## config.mk

```make
export PLATFORM = sky130hd
export DESIGN_NAME = ecc_err_report
export DESIGN_NICKNAME = d
export VERILOG_FILES = /design/src/rtl/ecc_err_pkg.sv /design/src/rtl/ecc_err_decode.sv /design/src/rtl/ecc_err_slot.sv /design/src/rtl/ecc_inject_ctrl.sv /design/src/rtl/ecc_err_report.sv
export SDC_FILE = /design/constraint.sdc
export NUM_CORES = 1
export LEC_CHECK = 0
export BUFFER_PORTS_ARGS = -buffer_cell sky130_fd_sc_hd__buf_2
export CORE_ASPECT_RATIO = 0.9
export CORE_MARGIN = 2
export CORE_UTILIZATION = 55
export CTS_CLUSTER_DIAMETER = 40
export DETAILED_ROUTE_END_ITERATION = 16
export GPL_TIMING_DRIVEN = 0
export PLACE_DENSITY = 0.75
export SLEW_MARGIN = 10
export SYNTH_ARGS = -nofsm -noshare
export SYNTH_HDL_FRONTEND = slang
export SYNTH_HIERARCHICAL = 1
export SYNTH_SLANG_ARGS = --single-unit
```

## constraint.sdc

```tcl
create_clock -name clk -period 1.7 [get_ports clk]
set_input_delay 0.17 -clock clk [delete_from_list [all_inputs] [get_ports clk]]
set_output_delay 0.17 -clock clk [all_outputs]
set_load 0.01 [all_outputs]
```

## src/rtl/ecc_err_pkg.sv

```systemverilog
package ecc_err_pkg;

  localparam int NUM_CLASSES = 4;

  typedef enum logic [1:0] {
    CLS_DIR_FIX   = 2'd0,
    CLS_DATA_FIX  = 2'd1,
    CLS_DATA_FAIL = 2'd2,
    CLS_DIR_FAIL  = 2'd3
  } ecc_class_e;

  typedef enum logic [1:0] {
    WORD_ADDR_LO = 2'd0,
    WORD_ADDR_HI = 2'd1,
    WORD_COUNT   = 2'd2,
    WORD_NONE    = 2'd3
  } slot_word_e;

  localparam logic [11:0] OFS_CONFIG = 12'h000;
  localparam logic [11:0] OFS_WAYS   = 12'h008;
  localparam logic [11:0] OFS_INJECT = 12'h040;

  // Register groups inside the 0x100 page are 32 bytes apart; group order
  // differs from class order, so translate here.
  function automatic logic [1:0] group_to_class(input logic [1:0] grp);
    case (grp)
      2'd0:    return CLS_DIR_FIX;
      2'd1:    return CLS_DIR_FAIL;
      2'd2:    return CLS_DATA_FIX;
      default: return CLS_DATA_FAIL;
    endcase
  endfunction

endpackage

```

## src/rtl/ecc_err_decode.sv

```systemverilog
module ecc_err_decode
  import ecc_err_pkg::*;
#(
  parameter int AW = 12
) (
  input  logic [AW-1:0]          addr_i,
  output logic                   cfg_hit_o,
  output logic                   way_hit_o,
  output logic                   inj_hit_o,
  output logic [NUM_CLASSES-1:0] cls_hit_o,
  output slot_word_e             word_o
);

  localparam int PAGE_W = AW - 8;

  logic       in_page;
  logic [1:0] grp_cls;

  always_comb begin
    cfg_hit_o = (addr_i == AW'(OFS_CONFIG));
    way_hit_o = (addr_i == AW'(OFS_WAYS));
    inj_hit_o = (addr_i == AW'(OFS_INJECT));
    in_page   = (addr_i[AW-1:8] == PAGE_W'(1)) && (addr_i[1:0] == 2'b00);
    case (addr_i[4:2])
      3'd0:    word_o = WORD_ADDR_LO;
      3'd1:    word_o = WORD_ADDR_HI;
      3'd2:    word_o = WORD_COUNT;
      default: word_o = WORD_NONE;
    endcase
    grp_cls   = group_to_class(addr_i[6:5]);
    cls_hit_o = '0;
    if (in_page && !addr_i[7] && word_o != WORD_NONE) begin
      cls_hit_o[grp_cls] = 1'b1;
    end
  end

endmodule

```

## src/rtl/ecc_err_slot.sv

```systemverilog
module ecc_err_slot #(
  parameter int ADDR_W = 64,
  parameter int CNT_W  = 32
) (
  input  logic              clk,
  input  logic              rst_n,
  input  logic              ev_i,
  input  logic [ADDR_W-1:0] ev_addr_i,
  input  logic              clr_i,
  output logic [ADDR_W-1:0] addr_o,
  output logic [CNT_W-1:0]  cnt_o,
  output logic              irq_o
);

  localparam logic [CNT_W-1:0] CNT_MAX = '1;

  logic [ADDR_W-1:0] addr_q, addr_d;
  logic [CNT_W-1:0]  cnt_q, cnt_d;
  logic              irq_q, irq_d;
  logic              addr_en, cnt_en;

  always_comb begin
    addr_en = ev_i;
    addr_d  = ev_addr_i;
    cnt_en  = ev_i && (cnt_q != CNT_MAX);
    cnt_d   = cnt_q + 1'b1;
    irq_d   = ev_i | (irq_q & ~clr_i);
  end

  always_ff @(posedge clk or negedge rst_n) begin
    if (!rst_n) begin
      addr_q <= '0;
      cnt_q  <= '0;
      irq_q  <= 1'b0;
    end else begin
      if (addr_en) addr_q <= addr_d;
      if (cnt_en)  cnt_q  <= cnt_d;
      irq_q <= irq_d;
    end
  end

  assign addr_o = addr_q;
  assign cnt_o  = cnt_q;
  assign irq_o  = irq_q;

  AST_EVENT_RAISES_IRQ: assert property (@(posedge clk) disable iff (!rst_n)
    ev_i |=> irq_o);
  AST_READ_CLEARS_IRQ: assert property (@(posedge clk) disable iff (!rst_n)
    (clr_i && !ev_i) |=> !irq_o);
  AST_COUNT_SATURATES: assert property (@(posedge clk) disable iff (!rst_n)
    (cnt_o == CNT_MAX) |=> (cnt_o == CNT_MAX));
  AST_COUNT_STEP: assert property (@(posedge clk) disable iff (!rst_n)
    !ev_i |=> $stable(cnt_o));
  AST_ADDR_HOLDS: assert property (@(posedge clk) disable iff (!rst_n)
    !ev_i |=> $stable(addr_o));
  AST_COLLIDE_COUNTS: assert property (@(posedge clk) disable iff (!rst_n)
    (ev_i && clr_i && cnt_o != CNT_MAX) |=> (cnt_o != $past(cnt_o)));

endmodule

```

## src/rtl/ecc_inject_ctrl.sv

```systemverilog
module ecc_inject_ctrl (
  input  logic        clk,
  input  logic        rst_n,
  input  logic        wr_i,
  input  logic [31:0] wdata_i,
  output logic        pulse_o,
  output logic        dir_o,
  output logic [7:0]  bit_o,
  output logic [31:0] value_o
);

  logic       pulse_q, pulse_d;
  logic       dir_q;
  logic [7:0] bit_q;
  logic       in_low, in_high, accept;

  always_comb begin
    in_low  = (wdata_i < 32'h0000_00FF);
    in_high = (wdata_i >= 32'h0001_0000) && (wdata_i < 32'h0001_00FF);
    accept  = wr_i && (in_low || in_high);
    pulse_d = accept;
  end

  always_ff @(posedge clk or negedge rst_n) begin
    if (!rst_n) begin
      pulse_q <= 1'b0;
      dir_q   <= 1'b0;
      bit_q   <= '0;
    end else begin
      pulse_q <= pulse_d;
      if (accept) begin
        dir_q <= wdata_i[16];
        bit_q <= wdata_i[7:0];
      end
    end
  end

  assign pulse_o = pulse_q;
  assign dir_o   = dir_q;
  assign bit_o   = bit_q;
  assign value_o = {15'd0, dir_q, 8'd0, bit_q};

  AST_INJ_FIELDS_HOLD: assert property (@(posedge clk) disable iff (!rst_n)
    !wr_i |=> ($stable(bit_o) && $stable(dir_o)));

endmodule

```

## src/rtl/ecc_err_report.sv

```systemverilog
module ecc_err_report
  import ecc_err_pkg::*;
#(
  parameter int BUS_AW    = 12,
  parameter int EV_AW     = 64,
  parameter int CNT_W     = 32,
  parameter int NUM_BANKS = 4,
  parameter int NUM_WAYS  = 16,
  parameter int LOG2_SETS = 10,
  parameter int LOG2_LINE = 6
) (
  input  logic              clk,
  input  logic              rst_n,
  input  logic              ev_valid_i,
  input  logic [1:0]        ev_class_i,
  input  logic [EV_AW-1:0]  ev_addr_i,
  input  logic [7:0]        largest_way_i,
  input  logic [BUS_AW-1:0] bus_addr_i,
  input  logic              bus_rd_i,
  input  logic              bus_wr_i,
  input  logic [31:0]       bus_wdata_i,
  output logic [31:0]       bus_rdata_o,
  output logic [3:0]        irq_o,
  output logic              inj_pulse_o,
  output logic              inj_dir_o,
  output logic [7:0]        inj_bit_o
);

  localparam logic [31:0] CFG_WORD = {8'(LOG2_LINE), 8'(LOG2_SETS),
                                      8'(NUM_WAYS), 8'(NUM_BANKS)};

  logic                   cfg_hit, way_hit, inj_hit;
  logic [NUM_CLASSES-1:0] cls_hit;
  slot_word_e             word_sel;
  logic [31:0]            inj_value;
  logic [EV_AW-1:0]       slot_addr [NUM_CLASSES];
  logic [CNT_W-1:0]       slot_cnt  [NUM_CLASSES];
  logic [31:0]            rdata_q, rdata_d;
  logic                   rdata_en;
  logic                   any_hit;

  ecc_err_decode #(.AW(BUS_AW)) u_decode (
    .addr_i    (bus_addr_i),
    .cfg_hit_o (cfg_hit),
    .way_hit_o (way_hit),
    .inj_hit_o (inj_hit),
    .cls_hit_o (cls_hit),
    .word_o    (word_sel)
  );

  ecc_inject_ctrl u_inject (
    .clk     (clk),
    .rst_n   (rst_n),
    .wr_i    (bus_wr_i && inj_hit),
    .wdata_i (bus_wdata_i),
    .pulse_o (inj_pulse_o),
    .dir_o   (inj_dir_o),
    .bit_o   (inj_bit_o),
    .value_o (inj_value)
  );

  for (genvar c = 0; c < NUM_CLASSES; c++) begin : g_slot
    logic ev_c, clr_c;
    assign ev_c  = ev_valid_i && (ev_class_i == 2'(c));
    assign clr_c = bus_rd_i && cls_hit[c] && (word_sel == WORD_COUNT);
    ecc_err_slot #(.ADDR_W(EV_AW), .CNT_W(CNT_W)) u_slot (
      .clk       (clk),
      .rst_n     (rst_n),
      .ev_i      (ev_c),
      .ev_addr_i (ev_addr_i),
      .clr_i     (clr_c),
      .addr_o    (slot_addr[c]),
      .cnt_o     (slot_cnt[c]),
      .irq_o     (irq_o[c])
    );
  end

  always_comb begin
    rdata_d  = '0;
    rdata_en = bus_rd_i;
    any_hit  = cfg_hit | way_hit | inj_hit | (|cls_hit);
    if (cfg_hit) rdata_d = CFG_WORD;
    if (way_hit) rdata_d = {24'd0, largest_way_i};
    if (inj_hit) rdata_d = inj_value;
    for (int c = 0; c < NUM_CLASSES; c++) begin
      if (cls_hit[c]) begin
        case (word_sel)
          WORD_ADDR_LO: rdata_d = slot_addr[c][31:0];
          WORD_ADDR_HI: rdata_d = slot_addr[c][63:32];
          WORD_COUNT:   rdata_d[CNT_W-1:0] = slot_cnt[c];
          default:      rdata_d = '0;
        endcase
      end
    end
  end

  always_ff @(posedge clk or negedge rst_n) begin
    if (!rst_n) begin
      rdata_q <= '0;
    end else if (rdata_en) begin
      rdata_q <= rdata_d;
    end
  end

  assign bus_rdata_o = rdata_q;

  AST_INJ_NEEDS_WRITE: assert property (@(posedge clk) disable iff (!rst_n)
    inj_pulse_o |-> $past(bus_wr_i && inj_hit));
  AST_UNMAPPED_READS_ZERO: assert property (@(posedge clk) disable iff (!rst_n)
    (bus_rd_i && !any_hit) |=> (bus_rdata_o == 32'd0));
  AST_RDATA_HOLDS: assert property (@(posedge clk) disable iff (!rst_n)
    !bus_rd_i |=> $stable(bus_rdata_o));

endmodule

```

## Word level (Yosys, flattened, before mapping)

Index checks and enable logic that the tools add are counted.

| operators by class | value |
|---|---|
| add/sub/neg operators | 4 |
| magnitude comparators | 5 |
| eq/ne operators | 17 |
| multiplexer cells | 16 |
| bitwise gates (word level) | 12 |
| reductions and logical operators | 31 |

Operator list:

| operator | count |
|---|---|
| $pmux 32 s3 | 4 |
| $mux 32 | 5 |
| $add 32x1->32 const B | 4 |
| $ne 32x32->1 const B | 4 |
| $mux 27 | 2 |
| $ge 32x17->1 const B | 1 |
| $lt 32x17->1 const B | 1 |
| $lt 32x8->1 const B | 1 |
| $logic_and 1x1->1 | 23 |
| $eq 12x4->1 const B | 1 |
| $eq 12x7->1 const B | 1 |
| $logic_not 12->1 | 1 |
| $pmux 2 s3 | 2 |
| $eq 2x2->1 const B | 4 |
| $logic_not 2->1 | 4 |
| $eq 2x1->1 const B | 3 |
| $and 1x1->1 | 4 |
| $eq 4x1->1 const B | 1 |
| $mux 4 | 1 |
| $not 1->1 | 4 |
| $or 1x1->1 | 4 |
| $eq 3x1->1 const B | 1 |
| $eq 3x2->1 const B | 1 |
| $logic_not 3->1 | 1 |
| other kinds (7) | 7 |

| word-level totals | value |
|---|---|
| bits in registers | 430 |
| bits of input ports | 123 |
| output and inout port bits | 46 |
| word-level logic and storage cells | 101 |

## Longest topological paths before layout

Gate-level depths: netlist (run 1).

| logic depth | value |
|---|---|
| depth after elaboration | 12 |
| mapped depth | 9 |
| mapped depth without buffers | 8 |

## Cells and area by module

The synthesis (run 1) kept the hierarchy.

Modules (own cells, without submodules):

| module | times used | cells an instance | area each (um^2) |
|---|---|---|---|
| ecc_err_slot | 4 | 273 | 3981.3 |
| ecc_err_report | 1 | 658 | 5321.4 |
| ecc_inject_ctrl | 1 | 63 | 679.4 |
| ecc_err_decode | 1 | 20 | 115.1 |

## Worst setup path after synthesis (run 1)

No wires, ideal clock.

| path | value |
|---|---|
| kind | input -> register |
| start point | input bus_addr_i[2] |
| end point | register u_inject.bit_q[0], in the netlist u_inject/bit_o[0] |
| setup time | 0.125 ns |
| data arrival time | 2.396 ns |
| slack | -0.821 ns |
| cell stages on the path | 8 |
| buffers on the path | 1 |
| path through | or4_4 -> nor3_1 -> clkbuf_1 -> and2_1 -> nor4b_2 -> nand4_1 -> nor2_4 -> mux2_2 |

| between the ends | value |
|---|---|
| longest elaborated chain between the ends | 3 |

RTL lines:

| item | RTL line | RTL |
|---|---|---|
| start: declaration | ecc_err_report.sv:18 | `input logic [BUS_AW-1:0] bus_addr_i,` |
| $eq 12x7->1 | ecc_err_decode.sv:22 | `inj_hit_o = (addr_i == AW'(OFS_INJECT));` |
| named net inj_hit | ecc_err_report.sv:32 | `logic cfg_hit, way_hit, inj_hit;` |
| $logic_and 1x1->1 | ecc_err_report.sv:54 | `.wr_i (bus_wr_i && inj_hit),` |
| $logic_and 1x1->1 | ecc_inject_ctrl.sv:20 | `accept = wr_i && (in_low \|\| in_high);` |
| named net u_inject.accept | ecc_inject_ctrl.sv:15 | `logic in_low, in_high, accept;` |
| end signal: assignment | ecc_inject_ctrl.sv:33 | `bit_q <= wdata_i[7:0];` |
| end: declaration | ecc_inject_ctrl.sv:14 | `logic [7:0] bit_q;` |

The timed path passes the listed nets, and every way through them passes these cells.
A chain may end at the register's enable or synchronous reset.

## Worst setup path in the final report (run 1)

| path | value |
|---|---|
| start point | register g_slot[0].u_slot.cnt_q[15] |
| end point | register g_slot[0].u_slot.cnt_q[22] |

| between the ends | value |
|---|---|
| longest elaborated chain between the ends | 2 |
| elaborated cells between the ends (all ways) | 3 |
| classes of those cells | add/sub: 1; eq/ne: 1; reduce/logical: 1 |

RTL lines:

| item | RTL line | RTL |
|---|---|---|
| start: declaration | ecc_err_slot.sv:18 | `logic [CNT_W-1:0] cnt_q, cnt_d;` |
| start signal: assignment | ecc_err_slot.sv:37 | `if (cnt_en) cnt_q <= cnt_d;` |
| branches (longest 2 deep; another with $add 32x1->32) | n/a |  |

Several ways; the timed one is not identified.

==> results of run 1 <==
## where the power goes
group / internal, mW / total (mW) / switching, mW
Clock: 7.39 / 12.4 / 5.00
Sequential: 11.7 / 12.7 / 1.08
Combinational: 2.45 / 4.87 / 2.41
Total: 21.5 / 30.0 / 8.49
## flip-flops by register name, summed over array words and instances (netlist names)
name,flops
g_slot.u_slot/addr_o,256
g_slot.u_slot/cnt_o,128
bus_rdata_o,32
u_inject/bit_o,8
g_slot.u_slot/irq_o,4
u_inject/dir_o,1
u_inject/pulse_o,1
## logic make-up (layout without fill, tap and decap cells)
| family | Yosys count | count (layout) | share of synthesized area, % |
|---|---|---|---|
| flip-flops | 430 | 430 | 48.82 |
| AND/OR/NAND/NOR | 380 | 380 | 11.39 |
| adder cells (fa/ha/maj) | 4 | 4 | 0.2271 |
| AO/OA/AOI/OAI | 288 | 288 | 10.35 |
| XOR/XNOR | 116 | 116 | 4.609 |
| multiplexers | 398 | 398 | 19.60 |
| buffers and inverters | 216 | 768 | 4.990 |
| other | 1 | 24 | 0.01701 |
## cells in the mapped netlist, types with 5 or more instances
library cell	n	share of area [%]
dfrtp_1	430	49
mux2_2	265	14
mux2i_1	129	5.9
xnor2_1	84	3.3
inv_1	78	1.3
a21oi_1	61	1.4
nand2_1	60	1.0
nand3_1	57	1.3
o221ai_1	56	2.2
clkbuf_1	54	0.92
nand4_1	52	1.5
o2bb2ai_1	51	2.0
buf_4	40	1.4
nor2_1	36	0.61
nor2b_1	35	0.99
o21ai_1	32	0.73
xor2_1	32	1.3
a221oi_1	21	0.83
nand3b_1	20	0.68
buf_2	18	0.41
and4_1	16	0.64
and3_1	13	0.37
buf_1	13	0.22
nand4_2	12	0.68
o21ai_0	12	0.27
and2_1	10	0.28
a221oi_2	9	0.61
and4_4	8	0.41
buf_6	8	0.41
o221ai_2	8	0.54
nor3_1	7	0.16
a31oi_1	5	0.14
buf_8	5	0.34
nand2b_1	5	0.14
nor4_1	5	0.14
or4_4	5	0.26
## metal layers
layer	routed length, µm	up-vias	share of wire (%)	track usage, %
met5	0	-	0	0
met4	5327	0	6.6	17.93
met3	9135	386	11	10.71
met2	35710	1308	44	56.21
met1	31060	9400	38	48.83
li1	-	7751	-	-
## critical path: cells and delay by family (launching register included)
kind | cells | cell delay (ns)
xor gates and xnor gates | 1 | 0.16
and+or+nand+nor | 3 | 1.11
AOI/OAI and AO/OA | 1 | 0.26
DFF | 1 | 0.38
## final cells by class
| cell class | instances | area share (%) |
|---|---|---|
| Clock buffer | 67 | 5.284 |
| Tap cell | 532 | 2.260 |
| Timing Repair Buffer | 447 | 11.96 |
| Clock inverter | 38 | 1.364 |
| Buffer | 138 | 3.046 |
| Inverter | 78 | 0.9940 |
| Sequential cell | 430 | 36.92 |
| Multi-Input combinational cell | 1209 | 38.16 |
| Antenna cell | 1 | 0.008496 |
## placed cells by master (no fill, tap or decap), types with 12 or more instances in the layout
cell	instances
clkbuf_1	20
a221oi_1	20
nand4_1	52
o21ai_1	32
clkbuf_2	30
conb_1	23
nand3_1	38
nand4_4	16
and4_4	12
nand2_1	44
buf_4	196
nand3_2	12
o2bb2ai_1	51
o221ai_1	56
dfrtp_1	338
a21oi_1	54
clkbuf_16	59
nand3b_1	20
nor2b_1	35
nor2_1	25
xor2_1	28
mux2_4	13
inv_1	77
o21ai_0	12
dfrtp_2	92
xnor2_1	67
dlygate4sd3_1	77
mux2_2	256
mux2i_1	129
xnor2_2	17
buf_2	180
buf_6	50
## how the worst min path moves through the flow
| stage | start | endpoint |
|---|---|---|
| 2_1_floorplan | rst_n | bus_rdata_o[0]$_DFFE_PN0P_ |
| 3_3_place_gp | bus_wdata_i[16] | u_inject/dir_o$_DFFE_PN0P_ |
| 3_5_place_dp | rst_n | g_slot[3].u_slot/addr_o[1]$_DFFE_PN0P_ |
| 4_1_cts | bus_wdata_i[19] | u_inject/pulse_o$_DFF_PN0_ |
| 5_1_grt | bus_wdata_i[9] | u_inject/pulse_o$_DFF_PN0_ |
| 6_report | bus_wdata_i[19] | u_inject/pulse_o$_DFF_PN0_ |
## repair_timing
action                                  in CTS  in global routing
endpoints found under the setup margin     325                234
gates resized for setup                    198                159
pin swaps                                   88                116
setup buffers                              116                 89
gates cloned                                 1                  0
hold buffers                                77                  0
hold endpoints to repair                   504                  0
==> results.txt, run 1 <==
Placed Cells incl. Taps - 2,559
final setup vio count - 134
failing checks - negative setup slack
final hold vios - 0
layout cells sized above 1 - 47.44%
CP Class - flip-flop to flip-flop
Worst Tran Pin Value - 1.066 ns
outcome - complete, but fails checks
CP max FO - 4
die width - 215.0 µm
TritonCTS clock tree - yes
Routed wire per std cell - 27.63 µm
top_reg_cell synth - dfrtp_1
FF+latch area - 0.01088 mm²
DRC Markers - 0
Worst EP required - 2.19 ns
worst skew pair latency - 0.63 ns
Crit Reg-Reg Endpoint - g_slot[0].u_slot/cnt_o[22]$_DFFE_PN0P_
# IOs - 169
Die ar. - 0.04169 mm²
hold path cells - 6
Worst-path clk slew - 0.06 ns
HP Class - primary input to flip-flop
Layout Nets - 2,488
worst path cell trace - nand4_1 > or4_4 > a21oi_4 > nand4_1 > xnor2_1
WL final - 81,230 µm
row count - 69
worst setup path startpoint - g_slot[0].u_slot/cnt_o[15]$_DFFE_PN0P_
syn avg cell area - 12.02 µm²
Setup WS pre-CTS - -1.362 ns
placed cell area - 0.02396 mm²
max incr delay on CP - 0.64 ns
largest net degree at the start of global routing - 115
Initial Util - 55.74%
Util after Layout - 74.49%
Pwr Density - 1018 mW/mm²
total power - 30.00 mW
vias in the first global route - 18,760
Worst setup endpoint - g_slot[0].u_slot/cnt_o[22]$_DFFE_PN0P_
cell mode on critical path - nand4_1
Max Clock Freq - 0.4880 GHz
RSZ-0062 raised after global routing - yes
final cell count without fillers - 2,940
sequential-to-total area share from yosys stat - 48.82%
fin crit share - 120.5%
crit path capture type - flip-flop
P_leak - 13.39 nW
max cap viols - 0
initial DRC count - 2,394
first-pass GRT wire length - 115,700 µm
initial antenna violation count - 2
fraction of registers with async set/reset - 100.0%
post-route cell area - 0.02945 mm²
R2R setup slack - -0.35 ns
Longest Clk Path Bufs - 3
area of the multi-input gates - 0.01124 mm²
R2R cell count - 5
# fillers - 2,527
Worst EP arrival - 2.54 ns
Setup TNS Final - -20.60 ns
final worst slack - -0.3490 ns
startpoint types - flip-flop
Critical-path top delay cell - or4_4
IO Port Bufs - 168
CORE AREA - 0.03954 mm²
htree depth - 2
minimum clock period - 2.049 ns
DP HPWL - 52,110 µm
via count - 18,850
GRT overflow - 0
GRT Overall Usage - 36.97%
vias per inst - 6.410
Mapped Area - 0.02204 mm²
Worst R2R Start - g_slot[0].u_slot/cnt_o[15]$_DFFE_PN0P_
Final ANT Viol Nets - 0
Clock Root Buffer - clkbuf_16
Inserted Clock Buffers - 57
1st-pass router iterations - 7
cells after synthesis - 1,833
relative slew slack - 28.92%
Post-synth EDFFs - 0
count of pins over their slew limit - 0
Min Hold Slack - 0.1210 ns
CTS Sinks - 430
Syn-to-layout area delta - 33.63%
Final GP Congestion - 0.9482
count of cell types in the netlist - 65
Peak VDD IR - 1.096 mV
Synth warnings - 6
post-synthesis register bit count - 430
worst-case clock skew - 0.02130 ns
die height - 193.9 µm
Power figures use the tool's default switching activity.
==> run 2: changes to the inputs <==
--- a/config.mk
+++ b/config.mk
@@ -12,7 +12,7 @@
 export CTS_CLUSTER_DIAMETER = 40
 export DETAILED_ROUTE_END_ITERATION = 16
 export GPL_TIMING_DRIVEN = 0
-export PLACE_DENSITY = 0.75
+export PLACE_DENSITY_LB_ADDON = 0.2
 export SLEW_MARGIN = 10
 export SYNTH_ARGS = -nofsm -noshare
 export SYNTH_HDL_FRONTEND = slang
==> run 2 against run 1 <==
Net effect: the run ends with negative hold slack, negative setup slack left; combinational power fell by 4.9%; global-route usage fell by 0.63 points; design area fell by 1.5%; register-to-register slack got worse by 0.02 ns; fmax fell by 0.81%; clock skew fell by 0.0013 ns; final cell count fell by 0.82%; non-clock buffer count fell by 22.
==> results.txt, run 2 (synthesized netlist as in run 1, its figures left out) <==
R2R setup slack - -0.37 ns (-0.02 ns)
# IOs - 169 (unchanged)
count of pins over their slew limit - 0 (unchanged)
Clk network pwr share - 41.3% (about the same)
Sw Pwr - 8.134 mW (-4.2%)
minimum clock period - 2.066 ns (+0.01664 ns)
CP Class - flip-flop to flip-flop
Worst R2R Start - g_slot[3].u_slot/cnt_o[11]$_DFFE_PN0P_
die height - 193.9 µm (unchanged)
Longest Clk Path Bufs - 3 (unchanged)
via count - 18,180 (-3.5%)
Min Hold Slack - -0.4078 ns (-0.5288 ns)
HP Class - primary input to async pin
R2R cell count - 6 (+1)
final hold vios - 101 (+101)
Pwr Density - 1020 mW/mm² (+0.17%)
TritonCTS clock tree - yes
commonest cells after routing, fill and taps aside - dfrtp_1, mux2_2, buf_4
FF+latch area - 0.01086 mm² (-0.16%)
worst-case clock skew - 0.02001 ns (-0.001294 ns)
# fillers - 2,661 (+5.3%)
vias per inst - 6.235 (-2.7%)
area of the multi-input gates - 0.01108 mm² (-1.4%)
crit path capture type - flip-flop
Sw Share - 27.50% (-0.81 points)
commonest non-fill, non-tap cell in the layout - dfrtp_1
first-pass GRT wire length - 113,300 µm (-2.1%)
DRC Markers - 0 (unchanged)
IO Port Bufs - 168 (unchanged)
Worst EP arrival - 2.54 ns (about the same)
DP HPWL - 52,130 µm (about the same)
vias in the first global route - 18,440 (-1.7%)
Initial Util - 55.74% (unchanged)
Worst EP required - 2.18 ns (about the same)
htree depth - 2 (unchanged)
final worst slack - -0.3657 ns (-0.01664 ns)
hold_buf cts - 73 (-5.2%)
placed cell area - 0.02394 mm² (-0.11%)
largest net degree at the start of global routing - 117 (+1.7%)
die width - 215.0 µm (unchanged)
relative slew slack - 35.30% (+6.4 points)
Placed Cells incl. Taps - 2,558 (-0.039%)
CTS Sinks - 430 (unchanged)
Final GP Congestion - 0.9928 (+4.7%)
Setup TNS Final - -21.62 ns (-1.018 ns)
RSZ-0062 raised after global routing - yes
post-route cell area - 0.02900 mm² (-1.5%)
Routed wire per std cell - 26.61 µm (-3.7%)
Max Clock Freq - 0.4841 GHz (-0.81%)
Syn-to-layout area delta - 31.58%
Layout Nets - 2,465 (-0.92%)
CP max FO - 4 (unchanged)
Peak VDD IR - 0.8209 mV (-25%)
fin crit share - 121.5% (+0.98 points)
Comb pwr share - 15.6% (-0.6 points)
Die ar. - 0.04169 mm² (unchanged)
max cap viols - 0 (unchanged)
GRT Overall Usage - 36.34% (-0.63 points)
Worst Tran Pin Value - 0.9704 ns (-0.09577 ns)
Pint - 21.45 mW (-0.26%)
max FFs per register - 256 (unchanged)
initial antenna violation count - 1 (-1)
GRT overflow - 0 (unchanged)
layout cells sized above 1 - 45.51% (-1.9 points)
Worst-path clk slew - 0.06 ns (about the same)
final setup vio count - 133 (-0.75%)
WL final - 77,600 µm (-4.5%)
Crit Reg-Reg Endpoint - g_slot[3].u_slot/cnt_o[14]$_DFFE_PN0P_
outcome - complete, but fails checks
startpoint types - flip-flop
worst skew pair latency - 0.61 ns (-0.02 ns)
failing checks - negative hold slack, negative setup slack
Clock Root Buffer - clkbuf_16
sequential power share - 43.0% (+0.5 points)
Util after Layout - 73.35% (-1.1 points)
1st-pass router iterations - 6 (-1)
CORE AREA - 0.03954 mm² (unchanged)
Final ANT Viol Nets - 0 (unchanged)
row count - 69 (unchanged)
final cell count without fillers - 2,916 (-0.82%)
P_leak - 13.13 nW (-2.0%)
initial DRC count - 1,919 (-20%)
Inserted Clock Buffers - 56 (-1.8%)
## run 2: routing by layer
layer / track usage, % / share of wire [%]
met1: 48.33 / 40
met4: 16.83 / 4.9
met5: 0 / 0.076
met2: 56.24 / 46
met3: 9.192 / 9.7
## run 2: cell type report
cell class / instances / area share (%)
Antenna cell: 2 / 0.01726
Buffer: 138 / 3.085
Clock buffer: 70 / 5.328
Clock inverter: 32 / 1.320
Inverter: 78 / 1.010
Multi-Input combinational cell: 1209 / 38.20
Sequential cell: 430 / 37.44
Tap cell: 532 / 2.295
Timing Repair Buffer: 425 / 11.30
## run 2: through the flow
stage                     worst slack (ns)  total power, mW
after floorplan                    -0.5229            14.93
after global routing               -0.3533            30.53
after global placement              -8.827            16.34
after CTS                          -0.3047            29.37
after detailed placement            -1.376            16.56
final                              -0.3657            29.58
## run 2: what timing repair did
item                       CTS  global route
hold endpoints to repair   366           101
resized for setup          198            96
pin swaps                  111            95
cloned                       1             0
buffers inserted           143            41
setup endpoints to repair  324           174
## run 2: worst max path at each step
stage / start / end / slack (ns) / cells past startpoint
2_1_floorplan: bus_addr_i[2] / u_inject/bit_o[0]$_DFFE_PN0P_ / -0.52 / 8
3_3_place_gp: rst_n / g_slot[3].u_slot/cnt_o[17]$_DFFE_PN0P_ / -8.83 / 1
3_5_place_dp: ev_class_i[0] / g_slot[1].u_slot/addr_o[44]$_DFFE_PN0P_ / -1.38 / 6
4_1_cts: g_slot[3].u_slot/cnt_o[0]$_DFFE_PN0P_ / g_slot[3].u_slot/cnt_o[30]$_DFFE_PN0P_ / -0.30 / 7
5_1_grt: g_slot[3].u_slot/cnt_o[11]$_DFFE_PN0P_ / g_slot[3].u_slot/cnt_o[14]$_DFFE_PN0P_ / -0.35 / 6
6_report: g_slot[3].u_slot/cnt_o[11]$_DFFE_PN0P_ / g_slot[3].u_slot/cnt_o[14]$_DFFE_PN0P_ / -0.37 / 6
## run 2: power by group through the flow
stage               Sequential (mW)  Clock (mW)  Combinational, mW
global route                   12.9        12.8               4.91
CTS                            12.7        12.3               4.43
global placement               12.8           0               3.54
finish                         12.7        12.2               4.63
detailed placement             12.9           0               3.69
floorplan                      12.5           0               2.39
## run 2: critical path: stages (launching register included)
cell and delay, ns:
dfrtp_2 0.37, nand4_1 0.24, buf_4 0.24, or4_4 0.54, o21ai_4 0.29, nor3_2 0.10
xor2_1 0.16
==> run 3: changes to the inputs <==
--- a/config.mk
+++ b/config.mk
@@ -16,5 +16,4 @@
 export SLEW_MARGIN = 10
 export SYNTH_ARGS = -nofsm -noshare
 export SYNTH_HDL_FRONTEND = slang
-export SYNTH_HIERARCHICAL = 1
 export SYNTH_SLANG_ARGS = --single-unit
==> run 3 against run 2 <==
Net effect: the flow still finishes with violations (negative hold slack, negative setup slack); largest power group is now clock; global-route usage up 6.3 points; routed wire length up 17%; clock power up 7%.
==> results.txt, run 3 <==
via count - 21,740 (+20%)
top cell type's share of synthesized area - 50.01% (+1.2 points)
largest area contributor in the netlist - dfrtp_1
WL met1 - 33,160 µm (+7.5%)
count of pins over their slew limit - 0 (unchanged)
IO Port Bufs - 164 (-2.4%)
max FFs per register - 256 (unchanged)
R2R cell count - 7 (+1)
Sw Share - 29.30% (+1.8 points)
CORE AREA - 0.03846 mm² (-2.7%)
Post-Syn Nets - 2,520
fin crit share - 116.8% (-4.7 points)
row count - 68 (-1.4%)
count leader, synth - nand2_1
startpoint types - flip-flop
vias in the first global route - 20,640 (+12%)
final worst slack - -0.2861 ns (+0.07955 ns)
Routed wire per std cell - 26.11 µm (-1.9%)
fraction of registers with async set/reset - 100.0% (unchanged)
count of cell types in the netlist - 72 (+11%)
Final ANT Viol Nets - 0 (unchanged)
Worst Tran Pin Value - 0.8249 ns (-0.1455 ns)
sequential power share - 40.9% (-2.1 points)
largest net degree at the start of global routing - 91 (-22%)
outcome - complete, but fails checks
Worst EP required - 2.22 ns (+0.04 ns)
CP Class - flip-flop to flip-flop
HP Class - primary input to async pin
worst-case clock skew - 0.02018 ns (+0.0001722 ns)
initial DRC count - 3,390 (+77%)
GRT overflow - 0 (unchanged)
CP max FO - 6 (+2)
syn avg cell area - 8.992 µm² (-25%)
worst skew pair latency - 0.64 ns (+0.03 ns)
1st-pass router iterations - 6 (unchanged)
minimum clock period - 1.986 ns (-0.07954 ns)
die height - 191.6 µm (-1.2%)
Pint - 21.43 mW (about the same)
Peak VDD IR - 0.9819 mV (+20%)
total power - 30.32 mW (+2.5%)
CTS Sinks - 430 (unchanged)
Sw Pwr - 8.884 mW (+9.2%)
Placed Cells incl. Taps - 3,086 (+21%)
P_leak - 14.18 nW (+8.1%)
Routed met3 length - 12,830 µm (+70%)
Util after Layout - 75.96% (+2.6 points)
post-synthesis register bit count - 430 (unchanged)
Setup TNS Final - -12.35 ns (+9.266 ns)
DP HPWL - 59,000 µm (+13%)
Pwr Density - 1038 mW/mm² (+1.7%)
uppermost layer routed - met5
hold_buf cts - 80 (+9.6%)
first-pass GRT wire length - 126,400 µm (+12%)
crit path capture type - flip-flop
Synth warnings - 0 (-6)
Mapped Area - 0.02152 mm² (-2.4%)
sequential-to-total area share from yosys stat - 50.01% (+1.2 points)
failing checks - negative hold slack, negative setup slack
Worst-path clk slew - 0.06 ns (about the same)
WL final - 90,680 µm (+17%)
Longest Clk Path Bufs - 3 (unchanged)
met2 wire len - 40,010 µm (+13%)
RSZ-0062 raised after global routing - yes
Die ar. - 0.04072 mm² (-2.3%)
GRT Overall Usage - 42.59% (+6.3 points)
relative slew slack - 44.80% (+9.5 points)
Initial Util - 55.95% (+0.21 points)
Comb pwr share - 16.0% (+0.4 points)
htree depth - 2 (unchanged)
cells after synthesis - 2,393 (+31%)
Layout Nets - 3,024 (+23%)
Post-synth EDFFs - 0 (unchanged)
commonest non-fill, non-tap cell in the layout - nand2_1
Inserted Clock Buffers - 57 (+1.8%)
final setup vio count - 143 (+7.5%)
max cap viols - 0 (unchanged)
Clock Root Buffer - clkbuf_16
TritonCTS clock tree - yes
Syn-to-layout area delta - 35.77%
final hold vios - 125 (+24%)
Worst EP arrival - 2.51 ns (-0.03 ns)
DRC Markers - 0 (unchanged)
final cell count without fillers - 3,473 (+19%)
vias per inst - 6.259 (+0.39%)
layout cells sized above 1 - 29.54% (-16 points)
Min Hold Slack - -0.5005 ns (-0.09274 ns)
top_reg_cell synth - dfrtp_1
initial antenna violation count - 2 (+1)
# IOs - 169 (unchanged)
Final GP Congestion - 0.9789 (-1.4%)
Max Clock Freq - 0.5035 GHz (+4.0%)
commonest cells in the netlist - nand2_1, dfrtp_1, clkbuf_1
Clk network pwr share - 43.1% (+1.8 points)
die width - 212.5 µm (-1.2%)
synth top area cells - dfrtp_1, nand2_1, mux2_2, mux2i_1, xnor2_1
commonest cells after routing, fill and taps aside - nand2_1, dfrtp_1, buf_4
run 3: layer usage:
layer,GRT usage [%],vias up
met5,0,-
li1,-,9171
met1,56.79,10610
met2,64.15,1585
met3,13.28,370
met4,18.93,2
run 3: kinds of logic after synthesis:
kind of cell | after synthesis | share of synthesized area, %
mux | 142 | 7.007
compound gates | 279 | 8.874
xor+xnor | 120 | 4.885
simple gates | 1254 | 25.77
flops | 430 | 50.01
buf+inv | 164 | 3.222
fa+ha+maj | 4 | 0.2326
run 3: worst paths after layout:
check | start | to | slack [ns]
setup / recovery | g_slot[3].u_slot.cnt_o[14]$_DFFE_PN0P_ | g_slot[3].u_slot.cnt_o[6]$_DFFE_PN0P_ | -0.29
hold / removal | rst_n | u_inject.bit_o[6]$_DFFE_PN0P_ | -0.50
setup reg to reg | g_slot[3].u_slot.cnt_o[14]$_DFFE_PN0P_ | g_slot[3].u_slot.cnt_o[6]$_DFFE_PN0P_ | -0.29
hold reg to reg | g_slot[2].u_slot.addr_o[21]$_DFFE_PN0P_ | g_slot[2].u_slot.addr_o[21]$_DFFE_PN0P_ | 0.47
max in group asynchronous | rst_n | g_slot[0].u_slot.cnt_o[26]$_DFFE_PN0P_ | 0.36
min in group clk | largest_way_i[2] | bus_rdata_o[2]$_DFFE_PN0P_ | 0.05
run 3: layout make-up:
class,instances,area [µm²]
buffer,141,757.0
multi-input combinational,1799,11360
clock inverter,39,505.5
antenna,3,7.507
sequential,430,10840
inverter,15,57.56
clock buffer,68,1558
timing repair buffer,453,3463
fill,2488,9244
tap,525,656.9
run 3: through the flow:
stage / instance area (µm²) / setup WS (ns)
4_1_cts: 27890 / -0.1300
6_report: 29210 / -0.2861
5_1_grt: 29210 / -0.3265
2_1_floorplan: 21740 / -0.1019
3_5_place_dp: 23340 / -0.9893
3_3_place_gp: 23220 / -8.044
run 3: repair_timing:
item,4_1_cts,5_1_grt
gates cloned,3,1
hold endpoints to repair,336,67
resized for setup,209,178
pin swaps,74,115
setup buffers,116,86
setup endpoints to repair,328,405
run 3: worst max-delay path: stages (launching register included):
cell     delay (ns)
dfrtp_1        0.39
nand4_1        0.25
nor4_4         0.42
buf_4          0.19
buf_6          0.10
a31oi_4        0.14
and3_4         0.22
xor2_2         0.17
run 3: power groups by stage:
| stage | clock (mW) | sequential (mW) | combinational (mW) |
|---|---|---|---|
| global placement | 0 | 12.5 | 3.40 |
| finish | 13.1 | 12.4 | 4.85 |
| floorplan | 0 | 12.2 | 2.18 |
| CTS | 13.0 | 12.3 | 4.29 |
| global route | 13.5 | 12.5 | 5.16 |
| detailed placement | 0 | 12.6 | 3.53 |
